**src/rtl/sbc_pkg.sv**
```systemverilog
package sbc_pkg;
  localparam int N_ACC = 3;               // d0, d1, fetch
  localparam int CNT_W = $clog2(N_ACC + 1);
  localparam int ACC_D0 = 0;
  localparam int ACC_D1 = 1;
  localparam int ACC_IF = 2;              // lowest priority
endpackage

```
**src/rtl/sbc_conflict_count.sv**
```systemverilog
module sbc_conflict_count
  import sbc_pkg::*;
#(
  parameter int BANK_W = 2
) (
  input  logic [N_ACC-1:0]             act_i,
  input  logic [N_ACC-1:0][BANK_W-1:0] bank_i,
  output logic [CNT_W-1:0]             cnt_o
);
  logic [N_ACC-1:0][CNT_W-1:0] mult;

  // per access: live accesses sharing its bank
  for (genvar i = 0; i < N_ACC; i++) begin : g_mult
    always_comb begin
      mult[i] = '0;
      for (int j = 0; j < N_ACC; j++) begin
        if (act_i[i] && act_i[j] && (bank_i[i] == bank_i[j]))
          mult[i] = mult[i] + CNT_W'(1);
      end
    end
  end

  always_comb begin
    cnt_o = '0;
    for (int i = 0; i < N_ACC; i++) begin
      if (mult[i] > cnt_o) cnt_o = mult[i];
    end
  end
endmodule

```
**src/rtl/sbc_grant_arb.sv**
```systemverilog
module sbc_grant_arb
  import sbc_pkg::*;
#(
  parameter int BANK_W = 2
) (
  input  logic [N_ACC-1:0]             pend_i,
  input  logic [N_ACC-1:0][BANK_W-1:0] bank_i,
  output logic [N_ACC-1:0]             gnt_o
);
  // lower index wins its bank
  for (genvar i = 0; i < N_ACC; i++) begin : g_gnt
    logic blocked;
    always_comb begin
      blocked = 1'b0;
      for (int j = 0; j < i; j++) begin
        if (pend_i[j] && (bank_i[j] == bank_i[i])) blocked = 1'b1;
      end
    end
    assign gnt_o[i] = pend_i[i] && !blocked;
  end
endmodule

```
**src/rtl/sbc_stall_seq.sv**
```systemverilog
module sbc_stall_seq
  import sbc_pkg::*;
#(
  parameter int BANK_W = 2
) (
  input  logic              clk_i,
  input  logic              rst_ni,
  input  logic              req_i,
  input  logic              dual_i,
  input  logic              ic_hit_i,
  input  logic [BANK_W-1:0] fetch_bank_i,
  input  logic [BANK_W-1:0] d0_bank_i,
  input  logic [BANK_W-1:0] d1_bank_i,
  output logic              ready_o,
  output logic              stall_o,
  output logic              done_o,
  output logic              d0_gnt_o,
  output logic              d1_gnt_o,
  output logic              fetch_gnt_o,
  output logic [CNT_W-1:0]  cycles_o
);
  logic [N_ACC-1:0]             act_in;
  logic [N_ACC-1:0][BANK_W-1:0] bank_in;
  logic [N_ACC-1:0]             pend_q;
  logic [N_ACC-1:0][BANK_W-1:0] bank_q;
  logic [N_ACC-1:0]             gnt;
  logic [N_ACC-1:0]             pend_nxt;
  logic [CNT_W-1:0]             cnt_in;
  logic [CNT_W-1:0]             cycles_q;
  logic                         accept;
  logic                         active;
  logic                         last;

  always_comb begin
    act_in          = '0;
    act_in[ACC_D0]  = 1'b1;
    act_in[ACC_D1]  = dual_i;
    act_in[ACC_IF]  = !ic_hit_i;
    bank_in         = '0;
    bank_in[ACC_D0] = d0_bank_i;
    bank_in[ACC_D1] = d1_bank_i;
    bank_in[ACC_IF] = fetch_bank_i;
  end

  sbc_conflict_count #(.BANK_W(BANK_W)) u_count (
    .act_i  (act_in),
    .bank_i (bank_in),
    .cnt_o  (cnt_in)
  );

  sbc_grant_arb #(.BANK_W(BANK_W)) u_arb (
    .pend_i (pend_q),
    .bank_i (bank_q),
    .gnt_o  (gnt)
  );

  assign active   = |pend_q;
  assign accept   = req_i && !active;
  assign pend_nxt = pend_q & ~gnt;
  assign last     = active && (pend_nxt == '0);

  always_ff @(posedge clk_i or negedge rst_ni) begin
    if (!rst_ni) begin
      pend_q   <= '0;
      bank_q   <= '0;
      cycles_q <= '0;
    end else if (accept) begin
      pend_q   <= act_in;
      bank_q   <= bank_in;
      cycles_q <= cnt_in;
    end else begin
      pend_q   <= pend_nxt;
    end
  end

  assign ready_o     = !active;
  assign stall_o     = active && !last;
  assign done_o      = last;
  assign d0_gnt_o    = gnt[ACC_D0];
  assign d1_gnt_o    = gnt[ACC_D1];
  assign fetch_gnt_o = gnt[ACC_IF];
  assign cycles_o    = cycles_q;

  // service cycle counter for the length check
  logic [CNT_W-1:0] svc_cnt;
  always_ff @(posedge clk_i or negedge rst_ni) begin
    if (!rst_ni)       svc_cnt <= '0;
    else if (!active)  svc_cnt <= '0;
    else               svc_cnt <= svc_cnt + CNT_W'(1);
  end

  for (genvar i = 0; i < N_ACC; i++) begin : g_pair_i
    for (genvar j = i + 1; j < N_ACC; j++) begin : g_pair_j
      AST_ONE_PER_BANK: assert property (@(posedge clk_i) disable iff (!rst_ni)
        (gnt[i] && gnt[j]) |-> (bank_q[i] != bank_q[j]));
    end
  end

  AST_LENGTH: assert property (@(posedge clk_i) disable iff (!rst_ni)
    done_o |-> (CNT_W'(svc_cnt + CNT_W'(1)) == cycles_o));

  AST_STALL_XOR_DONE: assert property (@(posedge clk_i) disable iff (!rst_ni)
    active |-> (stall_o != done_o));

  AST_DONE_TO_IDLE: assert property (@(posedge clk_i) disable iff (!rst_ni)
    done_o |=> ready_o);

  AST_PROGRESS: assert property (@(posedge clk_i) disable iff (!rst_ni)
    active |-> (gnt != '0));

  AST_BUSY_IGNORES_REQ: assert property (@(posedge clk_i) disable iff (!rst_ni)
    (active && !last) |=> (!ready_o && $stable(cycles_o)));

  AST_COUNT_RANGE: assert property (@(posedge clk_i) disable iff (!rst_ni)
    active |-> (cycles_o != '0));
endmodule

```
**config.mk**
```make
export PLATFORM = sky130hd
export DESIGN_NAME = sbc_stall_seq
export DESIGN_NICKNAME = d
export VERILOG_FILES = /design/src/rtl/sbc_pkg.sv /design/src/rtl/sbc_conflict_count.sv /design/src/rtl/sbc_grant_arb.sv /design/src/rtl/sbc_stall_seq.sv
export SDC_FILE = /design/constraint.sdc
export NUM_CORES = 1
export LEC_CHECK = 0
export BUFFER_PORTS_ARGS = -buffer_cell sky130_fd_sc_hd__clkbuf_2
export CORE_MARGIN = 5
export CORE_UTILIZATION = 56
export CTS_CLUSTER_DIAMETER = 120
export DETAILED_ROUTE_END_ITERATION = 16
export GPL_TIMING_DRIVEN = 0
export PLACE_DENSITY = 0.82
export SYNTH_ARGS = -nofsm -noshare
export SYNTH_HDL_FRONTEND = slang
export SYNTH_SLANG_ARGS = --single-unit
```
**constraint.sdc**
```tcl
create_clock -name clk_i -period 3.2 [get_ports clk_i]
set_input_delay 0.64 -clock clk_i [delete_from_list [all_inputs] [get_ports clk_i]]
set_output_delay 0.64 -clock clk_i [all_outputs]
set_load 0.03 [all_outputs]
```
==> flow_metrics.env <==
export IMPL_fraction_of_the_mapped_netlist_area_in_simple_logic_gates_pct=24.5
export IMPL_start_util_pct=61.0
export IMPL_ios=19
export IMPL_cts_root_buffer="clkbuf_4"
export IMPL_mostFrequentLayoutCell="nand2_1"
export IMPL_share_of_cells_above_drive_strength_1_pct=21.5
export IMPL_post_synth_edffs=0
export IMPL_postSynth_topFlopCell="dfrtp_1"
export IMPL_floorplan_die_height_um=48.3
export IMPL_largest_fanout_on_the_critical_path=3
export IMPL_die_area_mm2=0.00234
export IMPL_grt_max_degree=12
export IMPL_irDropWorstVdd_uv=333
export IMPL_power_leakage_nw=0.522
export IMPL_synth_top_family_by_area="simple AND/OR/NAND/NOR gates"
export IMPL_final_setup_violations=0
export IMPL_clock_sinks=11
export IMPL_flip_flop_and_latch_count_after_synthesis=11
export IMPL_synthDominantCellAreaShare_pct=33.4
export IMPL_detailedPlacementHpwl_um=1410
export IMPL_place_worst_setup_slack_ns=-0.163
export IMPL_grt_antenna_before_repair=0
export IMPL_worstRegToRegCells=5
export IMPL_totalNegativeSetupSlack_ns=0
export IMPL_die_w_um=48.3
export IMPL_synth_compound_area_share_pct=8.81
export IMPL_place_port_buffers=18
export IMPL_synth_seq_area_share_pct=33.4
export IMPL_hold_violations=0
export IMPL_remaining_drc_errors=0
export IMPL_worst_endpoint_required_ns=3.35
export IMPL_synth_xor_area_share_pct=13.8
export IMPL_wirelength_um=1620
export IMPL_grt_total_usage_pct=15.0
export IMPL_synth_area_um2=823
export IMPL_critical_path_class="in -> reg"
export IMPL_placeableCoreArea_mm2=0.00135
export IMPL_clock_tree_htree_level_count=1
export IMPL_setup_worst_path_end_class="flip-flop"
export IMPL_clk_insertion_delay_late_ns=0.27
export IMPL_report_power_total_mw=0.690
export IMPL_syn_area_per_cell_um2=8.32
export IMPL_syn_inst=99
export IMPL_fin_nets=142
export IMPL_insertedDiodeCount=0
export IMPL_vias=706
export IMPL_utilization_pct=71.4
export IMPL_maxSlewHeadroom_pct=75.6
export IMPL_synth_largest_area_cell="dfrtp_1"
export IMPL_post_route_period_util_pct=91.8
export IMPL_fillers=119
export IMPL_yosys_warnings=0
export IMPL_post_place_cells=132
export IMPL_outcome="finished, final reports clean"
export IMPL_placement_rows=13
export IMPL_first_global_vias=718
export IMPL_rsz_0062_raised_after_global_routing="no"
export IMPL_worst_slew_pin_slew_ns=0.365
export IMPL_final_critical_path_setup_slack_ns=0.263
export IMPL_power_density_relative_to_cell_area_mw_per_mm2=717
export IMPL_final_instance_count_excl_fill=136
export IMPL_final_max_slew_violation_count=0
export IMPL_regToRegSetupSlack_ns=1.73
export IMPL_mostFrequentLayoutCells="nand2_1, clkbuf_2, dfrtp_1"
export IMPL_skew_ns=0.00792
export IMPL_cts_tree="done"
export IMPL_cap_violations=0
export IMPL_hold_crit_path_type="in -> async"
export IMPL_routabilityCongestion=0.749
export IMPL_detail_route_wl_per_cell_um=11.9
export IMPL_start_kind="input port"
export IMPL_ctsLongestPathBuffers=2
export IMPL_period_needed_ns=2.94
export IMPL_global_route_overflow_total=0
export IMPL_final_hold_worst_slack_ns=0.228
export IMPL_synth_area_mux_share_pct=1.22
export IMPL_vias_per_cell=5.19
export IMPL_yosys_top_cells_area="dfrtp_1, ha_1, nand2_1"
export IMPL_fraction_of_registers_with_async_set_or_reset_after_synthesis_pct=100
export IMPL_worst_endpoint_arrival_ns=3.08
export IMPL_drtAntennaViolNets=0
export IMPL_fmax_mhz=340
export IMPL_r2r_start="pend_q[0]$_DFF_PN0_"
export IMPL_drt_pre_antenna_iters=4
export IMPL_cts_made_buffers=3
export IMPL_instance_area_at_placement_um2=932
export IMPL_worstReg2RegEnd="cycles_o[0]$_DFFE_PN0P_"
export IMPL_yosysUniqueCellTypes=25
export IMPL_post_route_cell_area_um2=963
export IMPL_flow_area_growth_from_synthesis_pct=17.0
export IMPL_synth_adder_area_share_pct=13.7
export IMPL_grt_first_pass_wirelength_um=2900
export IMPL_number_of_drc_markers_after_the_initial_detailed_route_iteration=5
export IMPL_clkSlewWorstSetupHoldPaths_ns=0.08
export IMPL_syn_nets=119
## where the power goes
part           internal [mW]  switching, mW  total [mW]
registers              0.194         0.0529       0.247
logic                  0.136          0.214       0.351
clock network         0.0462         0.0469      0.0931
total                  0.376          0.314       0.690
## sequential cells by signal, summed over array words and instances (netlist names)
name	count
bank_q	6
pend_q	3
cycles_o	2
## worst max-delay path: stages
cell       delay, ns
clkbuf_2        0.11
xor2_1          0.16
or3_1           0.40
ha_1            0.25
ha_1            0.30
nor2b_1         0.14
o21ai_1         0.18
nand2_1         0.10
o21a_1          0.11
ha_1            0.27
a2bb2oi_1       0.19
nor2_1          0.06
o211ai_1        0.07
o211ai_1        0.11
## kinds of logic after synthesis
group	Yosys count
xor+xnor	13
simple gates	44
mux	1
compound gates	11
fa+ha+maj	9
buf+inv	10
flops	11
## worst max-delay path by stage
stage / from / to / slack (ns) / cells after the start
detailed placement: fetch_bank_i[1] / cycles_o[0]$_DFFE_PN0P_ / -0.16 / 14
global placement: fetch_bank_i[1] / cycles_o[0]$_DFFE_PN0P_ / -0.08 / 14
finish: fetch_bank_i[1] / cycles_o[0]$_DFFE_PN0P_ / 0.26 / 14
floorplan: fetch_bank_i[1] / cycles_o[0]$_DFFE_PN0P_ / 0.19 / 13
CTS: fetch_bank_i[1] / cycles_o[0]$_DFFE_PN0P_ / 0.12 / 14
global route: fetch_bank_i[1] / cycles_o[0]$_DFFE_PN0P_ / 0.04 / 15
## metal layers
metal  track usage, %  vias to the layer above  wire length [um]
met2             26.3                       18               854
li1                 -                      368                 -
met3             2.75                        2                74
met5                0                        -                 0
met4             6.91                        0                19
met1             17.2                      318               673
## Yosys cell counts, types with 2 or more instances
cell,n
ha_1,9
dfrtp_1,11
nor2_1,5
o211ai_1,2
inv_1,8
nand3_1,2
o21ai_0,4
nand2_1,30
xor2_1,7
xnor2_1,6
## layout make-up
cell class | count | area, um^2 | share of cell area [%]
Tap cell | 15 | 18.8 | 1.95
Clock inverter | 1 | 5.00 | 0.519
Sequential cell | 11 | 275 | 28.6
Clock buffer | 3 | 22.5 | 2.34
Buffer | 1 | 3.75 | 0.390
Multi-Input combinational cell | 78 | 514 | 53.4
Timing Repair Buffer | 18 | 90.1 | 9.35
Inverter | 9 | 33.8 | 3.51
## what timing repair did
action                                 in CTS  in global routing
buffers inserted                            0                  0
endpoints found under the hold margin       0                  0
hold buffers                                0                  0
setup endpoints to repair                   0                  1
resized for setup                           0                  2
Note: power is estimated with default switching activity, not from simulation.
